$ cat config.mk
export PLATFORM = sky130hd
export DESIGN_NAME = pps_discipline_gen
export DESIGN_NICKNAME = d
export VERILOG_FILES = /design/src/rtl/pps_pkg.sv /design/src/rtl/pps_sync_chain.sv /design/src/rtl/pps_second_counter.sv /design/src/rtl/pps_stretcher.sv /design/src/rtl/pps_discipline_gen.sv
export SDC_FILE = /design/constraint.sdc
export NUM_CORES = 1
export LEC_CHECK = 0
export BUFFER_PORTS_ARGS = -buffer_cell sky130_fd_sc_hd__buf_2
export CORE_ASPECT_RATIO = 0.8
export CORE_MARGIN = 2
export CORE_UTILIZATION = 30
export CTS_CLUSTER_SIZE = 30
export DETAILED_ROUTE_END_ITERATION = 12
export PLACE_DENSITY_LB_ADDON = 0.15
export SYNTH_ARGS = -nofsm -noshare
export SYNTH_HDL_FRONTEND = slang
export SYNTH_SLANG_ARGS = --single-unit
$ cat constraint.sdc
create_clock -name clk -period 6 [get_ports clk]
set_clock_uncertainty 0.05 [all_clocks]
set_input_delay 0.9 -clock clk [delete_from_list [all_inputs] [get_ports clk]]
set_output_delay 0.9 -clock clk [all_outputs]
set_load 0.02 [all_outputs]
$ cat src/rtl/pps_pkg.sv
package pps_pkg;

   // State of a pending realignment request
   typedef enum logic {
      ARM_IDLE = 1'b0,
      ARM_WAIT = 1'b1
   } arm_t;

   // Width of a counter holding values 0..n-1 (at least one bit)
   function automatic int unsigned cnt_width(input int unsigned n);
      return (n > 1) ? $clog2(n) : 1;
   endfunction

endpackage

$ cat src/rtl/pps_sync_chain.sv
module pps_sync_chain #(
   parameter int unsigned STAGES = 2
) (
   input  logic clk,
   input  logic rst,
   input  logic d_i,
   output logic q_o
);

   if (STAGES < 2) begin : g_bad_stages
      $error("pps_sync_chain: STAGES must be at least 2");
   end

   logic [STAGES-1:0] stg_q;

   for (genvar i = 0; i < STAGES; i++) begin : g_stage
      if (i == 0) begin : g_first
         always_ff @(posedge clk) begin
            if (rst) stg_q[0] <= 1'b0;
            else     stg_q[0] <= d_i;
         end
         // first stage samples the raw input
         p_first_stage_r11 : assert property (@(posedge clk) disable iff (rst)
            !$past(rst) |-> stg_q[0] == $past(d_i));
      end else begin : g_next
         always_ff @(posedge clk) begin
            if (rst) stg_q[i] <= 1'b0;
            else     stg_q[i] <= stg_q[i-1];
         end
         // each later stage delays the previous one by one cycle
         p_shift_stage_r11 : assert property (@(posedge clk) disable iff (rst)
            !$past(rst) |-> stg_q[i] == $past(stg_q[i-1]));
      end
   end

   assign q_o = stg_q[STAGES-1];

endmodule

$ cat src/rtl/pps_second_counter.sv
module pps_second_counter #(
   parameter int unsigned PERIOD_CYC = 10_000_000,
   parameter int unsigned PULSE_CYC  = 200,
   parameter int unsigned LED_CYC    = 1_000_000
) (
   input  logic clk,
   input  logic rst,
   input  logic realign_i,
   output logic pulse_o,
   output logic led_o
);
   import pps_pkg::*;

   localparam int unsigned   CW     = cnt_width(PERIOD_CYC);
   localparam logic [CW-1:0] LAST   = CW'(PERIOD_CYC - 1);
   localparam logic [CW-1:0] PW_LIM = CW'(PULSE_CYC);
   localparam logic [CW-1:0] LW_LIM = CW'(LED_CYC);

   if (PERIOD_CYC < 4) begin : g_bad_period
      $error("pps_second_counter: PERIOD_CYC too small");
   end
   if (PULSE_CYC == 0 || PULSE_CYC >= PERIOD_CYC) begin : g_bad_pulse
      $error("pps_second_counter: PULSE_CYC out of range");
   end
   if (LED_CYC == 0 || LED_CYC >= PERIOD_CYC) begin : g_bad_led
      $error("pps_second_counter: LED_CYC out of range");
   end

   logic [CW-1:0] cnt_q;

   // Reset parks the count on the last cycle, so the first pulse
   // starts one cycle after reset is released
   always_ff @(posedge clk) begin
      if (rst)                cnt_q <= LAST;
      else if (realign_i)     cnt_q <= '0;
      else if (cnt_q == LAST) cnt_q <= '0;
      else                    cnt_q <= cnt_q + CW'(1);
   end

   assign pulse_o = (cnt_q < PW_LIM);
   assign led_o   = (cnt_q < LW_LIM);

   // the count wraps from the last cycle to the start
   p_wrap_r2 : assert property (@(posedge clk) disable iff (rst)
      (cnt_q == LAST && !realign_i) |=> cnt_q == '0);
   // away from the wrap, and with no realignment, the count advances by one
   p_step_r2 : assert property (@(posedge clk) disable iff (rst)
      (cnt_q != LAST && !realign_i) |=> cnt_q == $past(cnt_q) + CW'(1));
   // a realignment starts a new second
   p_reload_r7 : assert property (@(posedge clk) disable iff (rst)
      realign_i |=> pulse_o && led_o);
   // the pulse falls only after its last cycle
   p_pulse_end_r3 : assert property (@(posedge clk) disable iff (rst)
      (pulse_o && !realign_i && cnt_q != PW_LIM - CW'(1)) |=> pulse_o);

endmodule

$ cat src/rtl/pps_stretcher.sv
module pps_stretcher #(
   parameter int unsigned LEN = 1_000_000
) (
   input  logic clk,
   input  logic rst,
   input  logic trig_i,
   output logic led_o
);
   import pps_pkg::*;

   localparam int unsigned   SW      = cnt_width(LEN + 1);
   localparam logic [SW-1:0] LEN_VAL = SW'(LEN);

   if (LEN == 0) begin : g_bad_len
      $error("pps_stretcher: LEN must be nonzero");
   end

   logic [SW-1:0] left_q;

   always_ff @(posedge clk) begin
      if (rst)               left_q <= '0;
      else if (trig_i)       left_q <= LEN_VAL;
      else if (left_q != '0) left_q <= left_q - SW'(1);
   end

   assign led_o = (left_q != '0);

   // every trigger restarts the full interval
   p_load_r6 : assert property (@(posedge clk) disable iff (rst)
      trig_i |=> left_q == LEN_VAL);
   // the indicator goes dark after the final count when no new trigger arrives
   p_expire_r6 : assert property (@(posedge clk) disable iff (rst)
      (left_q == SW'(1) && !trig_i) |=> !led_o);

endmodule

$ cat src/rtl/pps_discipline_gen.sv
module pps_discipline_gen #(
   parameter int unsigned PERIOD_CYC  = 10_000_000,
   parameter int unsigned PULSE_CYC   = 200,
   parameter int unsigned LED_DIV     = 10,
   parameter int unsigned SYNC_STAGES = 2
) (
   input  logic clk,
   input  logic rst,
   input  logic ref_pps_i,
   input  logic sync_req_i,
   input  logic out_en_i,
   output logic pps_o,
   output logic tdc_clk_o,
   output logic led_local_o,
   output logic led_ref_o
);
   import pps_pkg::*;

   localparam int unsigned LED_CYC = PERIOD_CYC / LED_DIV;

   if (LED_DIV < 2) begin : g_bad_div
      $error("pps_discipline_gen: LED_DIV must be at least 2");
   end

   logic ref_s, cmd_s, ref_prev_q, ref_edge;
   logic realign, pulse_raw, tdc_q;
   arm_t arm_q;

   pps_sync_chain #(.STAGES(SYNC_STAGES)) u_ref_sync (
      .clk(clk), .rst(rst), .d_i(ref_pps_i), .q_o(ref_s)
   );

   pps_sync_chain #(.STAGES(SYNC_STAGES)) u_cmd_sync (
      .clk(clk), .rst(rst), .d_i(sync_req_i), .q_o(cmd_s)
   );

   always_ff @(posedge clk) begin
      if (rst) ref_prev_q <= 1'b0;
      else     ref_prev_q <= ref_s;
   end

   assign ref_edge = ref_s & ~ref_prev_q;
   assign realign  = ref_edge & (arm_q == ARM_WAIT);

   // One-shot request: consumed by the edge it acts on
   always_ff @(posedge clk) begin
      if (rst)          arm_q <= ARM_IDLE;
      else if (realign) arm_q <= ARM_IDLE;
      else if (cmd_s)   arm_q <= ARM_WAIT;
   end

   pps_second_counter #(
      .PERIOD_CYC(PERIOD_CYC),
      .PULSE_CYC (PULSE_CYC),
      .LED_CYC   (LED_CYC)
   ) u_second (
      .clk(clk), .rst(rst), .realign_i(realign),
      .pulse_o(pulse_raw), .led_o(led_local_o)
   );

   pps_stretcher #(.LEN(LED_CYC)) u_ref_led (
      .clk(clk), .rst(rst), .trig_i(ref_edge), .led_o(led_ref_o)
   );

   always_ff @(posedge clk) begin
      if (rst) tdc_q <= 1'b0;
      else     tdc_q <= ~tdc_q;
   end

   assign tdc_clk_o = tdc_q;
   assign pps_o     = out_en_i & pulse_raw;

   // an armed request is cleared by the edge it acts on
   p_disarm_r9 : assert property (@(posedge clk) disable iff (rst)
      realign |=> arm_q == ARM_IDLE);
   // a command with no concurrent realignment leaves the block armed
   p_arm_r7 : assert property (@(posedge clk) disable iff (rst)
      (cmd_s && !realign) |=> arm_q == ARM_WAIT);
   // an armed edge starts a pulse in the next cycle when the output is enabled
   p_realign_r7 : assert property (@(posedge clk) disable iff (rst)
      realign |=> (pps_o == out_en_i));
   // the divided clock changes on every edge
   p_tdc_toggle_r4 : assert property (@(posedge clk) disable iff (rst)
      !$past(rst) |-> tdc_clk_o != $past(tdc_clk_o));
   // the local indicator is on whenever a pulse begins
   p_led_follow_r5 : assert property (@(posedge clk) disable iff (rst)
      $rose(pps_o) |-> led_local_o);

endmodule

# After elaboration in Yosys (flattened, before gate mapping)
# Index checks and enable logic that the tools add are counted.
word_totals:
  regBits: 51
  input_bits: 5
  out_inout_bits: 4
  wordCells: 30
op_classes:
  n_addsub: 2
  magnitude_cmp: 2
  n_eq_ne: 1
  mux: 4
  n_bitwise: 5
  reduce_logical: 5
op_table:
  columns: ["operator", "count"]
  rows:
  - ["$mux W24", 2]
  - ["$mux W20", 2]
  - ["$add A24 B1 Y24 const B", 1]
  - ["$eq A24 B24 Y1 const B", 1]
  - ["$lt A24 B20 Y1 const B", 1]
  - ["$lt A24 B8 Y1 const B", 1]
  - ["$reduce_bool A20 Y1", 1]
  - ["$sub A20 B1 Y20 const B", 1]
  - ["$reduce_or A2 Y1", 2]
  - ["$and A1 B1 Y1", 3]
  - ["$reduce_or A3 Y1", 1]
  - ["$not A1 Y1", 2]
  - ["$reduce_bool A2 Y1", 1]

# Logic depth before layout (Yosys ltp)
# Gate-level depths: netlist of the first run.
logic_depth:
  depth_word: 4
  ltp_mapped: 7
  mapped_depth_nobuf: 6

# Hierarchy
# A second synthesis of the first run with hierarchy kept.
unflattened:
  cells_unflattened: 300
  hier_area_um2: 2575.0
by_module_without_submodules:
  columns: ["module", "instances", "cells_each", "area_each_um2", "seq_area_each_um2"]
  rows:
  - ["pps_second_counter", 1, 148, 1273.7, 480.5]
  - ["pps_stretcher", 1, 134, 1088.5, 400.4]
  - ["pps_discipline_gen", 1, 10, 107.6, 60.1]
  - ["pps_sync_chain", 2, 4, 52.6, 40.0]

# Least setup slack after synthesis of the first run
# No wires, ideal clock.
synth_path:
  kind: "input to output"
  from: "input out_en_i"
  to: "output pps_o"
  arrival_ns: 1.689
  required_ns: 5.050
  setup_slack_ns: 3.361
  stages: 2
  path_buffers: 0
  cell_sequence: "nand4_1 > nor4_1"
synth_via:
  elab_chain_len: 1
synth_lines:
  columns: ["element", "line_no", "source"]
  rows:
  - ["from (decl)", "pps_discipline_gen.sv:11", "input logic out_en_i,"]
  - ["$and A1 B1 Y1", "pps_discipline_gen.sv:71", "assign pps_o = out_en_i & pulse_raw;"]
  - ["to (decl)", "pps_discipline_gen.sv:12", "output logic pps_o,"]
# No other way between the ends.

# Worst setup path in the final report of the first run
layout_path:
  from: "register u_ref_led.left_q[10]"
  to: "output led_ref_o"
layout_via:
  elab_chain_len: 1
layout_lines:
  columns: ["element", "line_no", "source"]
  rows:
  - ["from (decl)", "pps_stretcher.sv:18", "logic [SW-1:0] left_q;"]
  - ["from (signal assigned)", "pps_stretcher.sv:23", "else if (left_q != '0) left_q <= left_q - SW'(1);"]
  - ["$reduce_bool A20 Y1", "pps_stretcher.sv:26", "assign led_o = (left_q != '0);"]
  - ["to (decl)", "pps_discipline_gen.sv:15", "output logic led_ref_o"]
# No other way between the ends.

==> impl_summary.txt, run 1 <==
----------------------------------------------------
[Clock tree]
  Number of clock sinks seen by CTS ... 51
  Number of buffers inserted during clock tree synthesis ... 5
  Post_cts resized ... 0
  TritonCTS clock tree ... done
  Depth of the CTS H-tree ... 2
  Maximum root-to-sink buffer count ... 2
  Count of buffers added by post-CTS timing repair for setup ... 0
  Clock latency on the worst-skew pair ... around 310 ps
  Hold-fix buffer count after cts ... 0
  Cell at the root of the clock tree ... clkbuf_8
  Clock transition at the register clock pins on the worst setup and hold paths after CTS ... 100 ps

[STA]
  Crit share post-route ... a little over half
  Tightest slew margin relative to the limit ... 50.3%
  Peak clock frequency supported by timing ... 0.308 GHz
  Count of final hold-check violations ... 0
  Max Transition Viols Final ... 0
  Minimum hold slack ... 366 ps
  Time the final worst path needs with I/O delays and setup ... ~3200 ps
  RSZ-0062 raised after global routing ... false
  Worst-margin pin slew ... approximately 740 ps
  Setup TNS ... 0 ps
  Number of setup violations in the final report ... 0
  Setup WS post-layout ... roughly 2800 ps

[Drt]
  Number of vias per cell ... 5.24
  Total number of vias ... 2102
  Detailed-route DRC error count ... 0
  Average routed wire per standard cell ... roughly 14 microns
  Number of DRC markers in iteration 0 ... around 110
  Number of nets still failing antenna checks after routing ... 0
  Total wire length ... around 5700 microns
  Initial DRT Pass Iterations ... 4

[Final layout]
  Layout overhead on the synthesized area ... 9.95%
  Total inserted antenna cells ... 0
  Area of the multi-input gates ... 1360 sq um
  Share of final-layout standard cells stronger than drive strength 1 ... 7.85%
  Highest-count cells in the layout ignoring fill and taps ... 51 x dfxtp_1, 26 x nand2_1, 24 x o21ai_0
  Reg area ... 1020 sq um
  Post-Layout Inst Area ... 2710 sq um
  Non-filler instance count after layout ... 401
  Filler Cells Inserted ... 827
  Net count reported at finish ... 299
  Most common cell after layout, fill and taps aside ... dfxtp_1

[Worst setup path]
  Launching element of the worst setup path ... u_ref_led.left_q[10]$_SDFFE_PP0P_
  Worst reg2reg startpoint ... u_ref_led.left_q[10]$_SDFFE_PP0P_
  Worst endpoint data arrival time ... 2300 ps
  Ordered cell list for the critical path ... nor4_1, and3_1, nand3_1, buf_2
  Number of cells traversed by the worst register-to-register path ... 4
  Sort of element at the end of the critical path ... output port
  Highest cell delay on the worst timing path ... 680 ps
  Required time at the endpoint of the critical path ... around 5000 ps
  CP max stage cell ... nor4_1
  Top fanout value on the critical path ... 13
  CP Class ... register to output port
  R2R setup slack ... 3790 ps
  Critical path depth in cells ... 4
  Critical path launch point type ... register
  Capture instance of the worst register-to-register path ... u_ref_led.left_q[19]$_SDFFE_PP0P_
  Crit path to ... led_ref_o
  Critical path buffer and inverter count ... 1
  Largest delay share family, worst path ... simple AND/OR/NAND/NOR gates

[Floorplanning]
  IO Count ... 9
  Chip width ... 105 microns
  Core area ... 7950 sq um
  Die height ... 85.1 microns
  Die footprint ... 8960 sq um
  Initial standard-cell utilization of the core ... 31.0%
  Number of standard-cell rows in the floorplan ... 29

[Global route]
  First-pass GRT wire length ... just under 10000 microns
  Antenna violations before repair ... 0
  Remaining Overflow, GRT ... 0
  Number of global-route vias before repair ... 1927
  Total global routing track utilization ... between 10% and 20%
  Maximum number of pins on one net before global-route repair ... 25

[Power and ir drop]
  P per Cell Area ... 398 nW/um^2
  Leak ... a little over 0.9 nW
  Fraction of power consumed by sequential logic ... about two fifths
  Combinational share of power ... between 30% and 40%
  Maximum resistive drop on vdd ... 159 uV
  Switching power ... approximately 430 uW
  Net switching fraction of the power ... 39.5%
  Proportion of power drawn by the clock network ... 23.1%
  Cell Int Power ... 653 uW

[Placement]
  Dpl ws ... 3080 ps
  Count of port buffers added during placement ... 8
  Post-placement cell area ... about 2600 sq um
  Cell count after placement ... between 300 and 400
  Final weighted congestion of routability-driven global placement ... 0.822
  Detailed-placement wirelength estimate ... 3940 microns

[Min path]
  WHS Path Cells ... 1
  Worst Hold Class ... register to register

[Synth]
  Main area contributors after synthesis ... dfxtp_1 41%, o21ai_0 4.9%, nand2_1 4.0%
  Number of synthesized flops with an enable pin ... 0
  Most frequently used flop master after synthesis ... dfxtp_1
  Avg Synthesized Cell Area ... about 8.5 sq um
  Total standard cell area after synthesis ... roughly 2500 sq um
  Fraction of synthesized cell area taken by the top area cell type ... just over 40%
  Count of synthesis-stage warnings from yosys ... 0
  Async SR Flop Fraction ... 0%
  Gate count after technology mapping ... 290
  Seq cells post-synth ... 51
  Post-synthesis sequential area ratio ... approximately two fifths
  Cell accounting for the most synthesized area ... dfxtp_1
  Post-synth net total ... ~300
  Count of unique library cells instantiated by Yosys ... 45

[Outcome]
  Outcome ... completed

[Job]
  Number of max-cap violations ... 0

----------------------------------------------------
## power by group through the flow
stage | clock (mW) | sequential [mW] | combinational, mW
final | 0.249 | 0.453 | 0.376
after global routing | 0.275 | 0.463 | 0.424
after CTS | 0.259 | 0.452 | 0.378
after detailed placement | 0 | 0.460 | 0.377
after global placement | 0 | 0.458 | 0.373
after floorplan | 0 | 0.444 | 0.305
## cells in the mapped netlist (all sizes together) (2+ instances only)
master  count
or3        13
a2111o      3
mux2i       6
xnor2      11
xor2        4
a211oi      5
a31oi       7
nand2      26
nand4       9
dfxtp      51
o41ai       2
inv         9
o31ai       7
nor2       16
a22oi       3
nand2b      2
buf         5
o21ai      24
ha          2
a21oi      12
and3        4
nor4       13
and2        2
nor2b       7
or4         4
clkbuf      9
nand3      11
nand4b      2
nor3        9
## stage by stage
| step | power, mW | utilization (%) |
|---|---|---|
| floorplan | 0.749 | - |
| global placement | 0.832 | 32.7 |
| detailed placement | 0.836 | 32.7 |
| CTS | 1.09 | 34.1 |
| global route | 1.16 | 34.1 |
| finish | 1.08 | 34.1 |
## worst reg2reg max path, cell delays in order (launching register included)
cell	delay [ps]
dfxtp_1	370
nor4_1	680
nand3_1	440
or3_1	450
a31oi_1	150
## layer usage
layer	track usage, %	wire length [microns]
met2	18.5	2260
met3	2.53	124
met1	20.8	3210
met4	4.36	75
met5	0	0
## how the worst min path moves through the flow
stage	start	endpoint	slack [ps]
6_report	tdc_clk_o$_SDFF_PP0_	tdc_clk_o$_SDFF_PP0_	370
5_1_grt	tdc_clk_o$_SDFF_PP0_	tdc_clk_o$_SDFF_PP0_	400
4_1_cts	tdc_clk_o$_SDFF_PP0_	tdc_clk_o$_SDFF_PP0_	370
3_5_place_dp	tdc_clk_o$_SDFF_PP0_	tdc_clk_o$_SDFF_PP0_	350
3_3_place_gp	tdc_clk_o$_SDFF_PP0_	tdc_clk_o$_SDFF_PP0_	360
2_1_floorplan	u_cmd_sync.q_o$_SDFF_PP0_	arm_q$_SDFFE_PP0P_	360
## final cells by class
type	count	share of cell area [%]
Sequential cell	51	37.7
Multi-Input combinational cell	216	50.1
Tap cell	108	4.99
Timing Repair Buffer	9	1.75
Clock inverter	3	1.71
Clock buffer	5	2.54
Inverter	9	1.25
## cells by family after synthesis
kind of cell / count (synthesis) / share of synthesized area [%]
XOR/XNOR: 15 / 5.33
AO/OA/AOI/OAI: 72 / 18.9
adder cells (fa/ha/maj): 2 / 1.02
multiplexers: 6 / 2.44
flip-flops: 51 / 41.4
buffers and inverters: 23 / 3.71
AND/OR/NAND/NOR: 121 / 27.2
## sequential cells by signal, indices dropped and copies added, names as in the netlist
signal,count
u_second.cnt_q,24
arm_q,1
u_cmd_sync.stg_q,1
tdc_clk_o,1
u_ref_sync.q_o,1
u_cmd_sync.q_o,1
u_ref_led.left_q,20
u_ref_sync.stg_q,1
ref_prev_q,1
Power figures use the tool's default switching activity.
==> inputs of run 2 (changes only) <==
Clock period 6 ns to 2.7 ns, I/O delays scaled along.
==> impl_summary.txt, run 2 (synthesis gave the netlist of run 1 again) <==
----------------------------------------------------
[STA]
  Tightest slew margin relative to the limit ... 48.7% (was 50.3%)
  Peak clock frequency supported by timing ... 0.411 GHz
  Count of final hold-check violations ... 0 (unchanged)
  Worst-margin pin slew ... 762 ps (was 739 ps)
  Setup TNS ... 0 ps (unchanged)
  Minimum hold slack ... 268 ps (was 366 ps)
  RSZ-0062 raised after global routing ... false (unchanged)
  Number of setup violations in the final report ... 0 (unchanged)
  Crit share post-route ... 90.2%
  Time the final worst path needs with I/O delays and setup ... between 2000 and 2500 ps
  Max Transition Viols Final ... 0 (unchanged)

[Power and ir drop]
  Maximum resistive drop on vdd ... 355 uV (was 159 uV)
  Leak ... 0.923 nW (was 0.912 nW)
  P per Cell Area ... 865 nW/um^2 (was 398 nW/um^2)

[Global route]
  Number of global-route vias before repair ... 1917 (was 1927)
  Antenna violations before repair ... 0 (unchanged)
  Maximum number of pins on one net before global-route repair ... 25 (unchanged)
  Total global routing track utilization ... 13.2% (was 13.4%)
  First-pass GRT wire length ... 9730 microns (was 9720 microns)
  Remaining Overflow, GRT ... 0 (unchanged)

[Floorplanning]
  Chip width ... 105 microns (unchanged)
  Die height ... 85.1 microns (unchanged)
  Number of standard-cell rows in the floorplan ... 29 (unchanged)
  Core area ... 7950 sq um (unchanged)
  Die footprint ... 8960 sq um (unchanged)
  Initial standard-cell utilization of the core ... 31.0% (unchanged)
  IO Count ... 9 (unchanged)

[Clock tree]
  Post_cts resized ... 0 (unchanged)
  Cell at the root of the clock tree ... clkbuf_8 (unchanged)
  Depth of the CTS H-tree ... 2 (unchanged)
  TritonCTS clock tree ... done (unchanged)
  Maximum root-to-sink buffer count ... 2 (unchanged)
  Number of buffers inserted during clock tree synthesis ... 5 (unchanged)
  Clock transition at the register clock pins on the worst setup and hold paths after CTS ... 90 ps (was 100 ps)
  Clock latency on the worst-skew pair ... 300 ps (was 310 ps)
  Number of clock sinks seen by CTS ... 51 (unchanged)
  Hold-fix buffer count after cts ... 0 (unchanged)
  Count of buffers added by post-CTS timing repair for setup ... 0 (unchanged)

[Drt]
  Metal1 wirelength ... 3190 microns (was 3210 microns)
  Number of DRC markers in iteration 0 ... 108 (was 105)
  Number of nets still failing antenna checks after routing ... 0 (unchanged)
  Wire length on met2 ... 2230 microns (was 2260 microns)
  Average routed wire per standard cell ... 13.9 microns (was 14.1 microns)
  Detailed-route DRC error count ... 0 (unchanged)
  Total number of vias ... 2107 (was 2102)
  Initial DRT Pass Iterations ... 4 (unchanged)
  Highest routing layer actually used ... met4 (unchanged)
  Number of vias per cell ... 5.22 (was 5.24)
  Wire length on met3 ... 152 microns (was 124 microns)
  Total wire length ... 5620 microns (was 5670 microns)

[Final layout]
  Net count reported at finish ... 302 (was 299)
  Share of final-layout standard cells stronger than drive strength 1 ... 8.45% (was 7.85%)
  Register bank with the most flops ... u_second.cnt_q (unchanged)
  Layout overhead on the synthesized area ... 10.3% (was 9.95%)
  Total inserted antenna cells ... 0 (unchanged)
  Highest-count cells in the layout ignoring fill and taps ... 51 x dfxtp_1, 26 x nand2_1, 24 x o21ai_0 (unchanged)
  Most common cell after layout, fill and taps aside ... dfxtp_1 (unchanged)
  Biggest regs ... u_second.cnt_q: 24 flops, u_ref_led.left_q: 20 flops (unchanged)
  Flip-flop count of the largest register after layout ... 24 (unchanged)

[Worst setup path]
  Worst endpoint data arrival time ... 1980 ps (was 2300 ps)
  Top fanout value on the critical path ... 7 (was 13)
  CP max stage cell ... nor4_1 (unchanged)
  Sort of element at the end of the critical path ... output port (unchanged)
  Highest cell delay on the worst timing path ... 700 ps (was 680 ps)
  Ordered cell list for the critical path ... nor4_1, and3_1, nand3_1, buf_2 (unchanged)
  Required time at the endpoint of the critical path ... 2250 ps (was 5050 ps)
  CP Class ... register to output port (unchanged)
  Critical path launch point type ... register (unchanged)

[Min path]
  Worst Hold Class ... primary input to register (was register to register)

[Placement]
  Final weighted congestion of routability-driven global placement ... 0.799 (was 0.822)
  Count of port buffers added during placement ... 8 (unchanged)
  Detailed-placement wirelength estimate ... 3920 microns (was 3940 microns)

[Job]
  Number of max-cap violations ... 0 (unchanged)

[Outcome]
  Outcome ... completed (unchanged)

----------------------------------------------------
-- run 2: cell types whose count changed in the layout (fill, tap and decap cells not counted), sizes merged --
cell      before  now
clkinvlp       1    0
inv           10    9
buf            9   12
bufinv         1    0
clkbuf         5    8
-- run 2: path summary, 6_finish.rpt --
kind / endpoint / startpoint / cells after the start / slack [ps]
setup / recovery: led_ref_o / u_ref_led.left_q[10]$_SDFFE_PP0P_ / 4 / 260
hold / removal: u_ref_sync.stg_q[0]$_SDFF_PP0_ / ref_pps_i / 2 / 270
setup reg to reg: u_ref_led.left_q[19]$_SDFFE_PP0P_ / u_ref_led.left_q[10]$_SDFFE_PP0P_ / 4 / 500
hold reg to reg: tdc_clk_o$_SDFF_PP0_ / tdc_clk_o$_SDFF_PP0_ / 1 / 360
-- run 2: metrics by stage --
stage / worst slack, ps / instance area, sq um / std cells / util (%) / total power, mW
global placement: 611 / 2620 / 396 / 32.9 / 1.88
global route: 18.0 / 2720 / 404 / 34.2 / 2.54
CTS: 243 / 2720 / 404 / 34.2 / 2.37
floorplan: 690 / 2460 / 290 / - / 1.66
finish: 264 / 2720 / 404 / 34.2 / 2.35
detailed placement: 529 / 2620 / 396 / 32.9 / 1.88
-- run 2: final cells by class --
class	instances	area, sq um
Multi-Input combinational cell	216	1360
Fill cell	835	5230
Tap cell	108	135
Timing Repair Buffer	12	70.1
Clock buffer	8	100
Inverter	9	33.8
Sequential cell	51	1020
-- run 2: routing by layer --
metal | GRT usage [%] | vias up
met5 | 0 | -
met4 | 3.64 | 0
met3 | 2.30 | 2
met2 | 17.8 | 32
met1 | 21.0 | 987
li1 | - | 1086
-- run 2: critical path: cells and delay by family, from the launching register on --
family	cells	cell delay, ps
and+or+nand+nor	3	1130
DFF	1	360
buffers and inverters	1	200
-- run 2: report_power, final --
group | leakage [nW] | internal [mW] | switching, mW
logic | 0.452 | 0.322 | 0.540
clock network | 0.0515 | 0.235 | 0.245
registers | 0.420 | 0.875 | 0.133
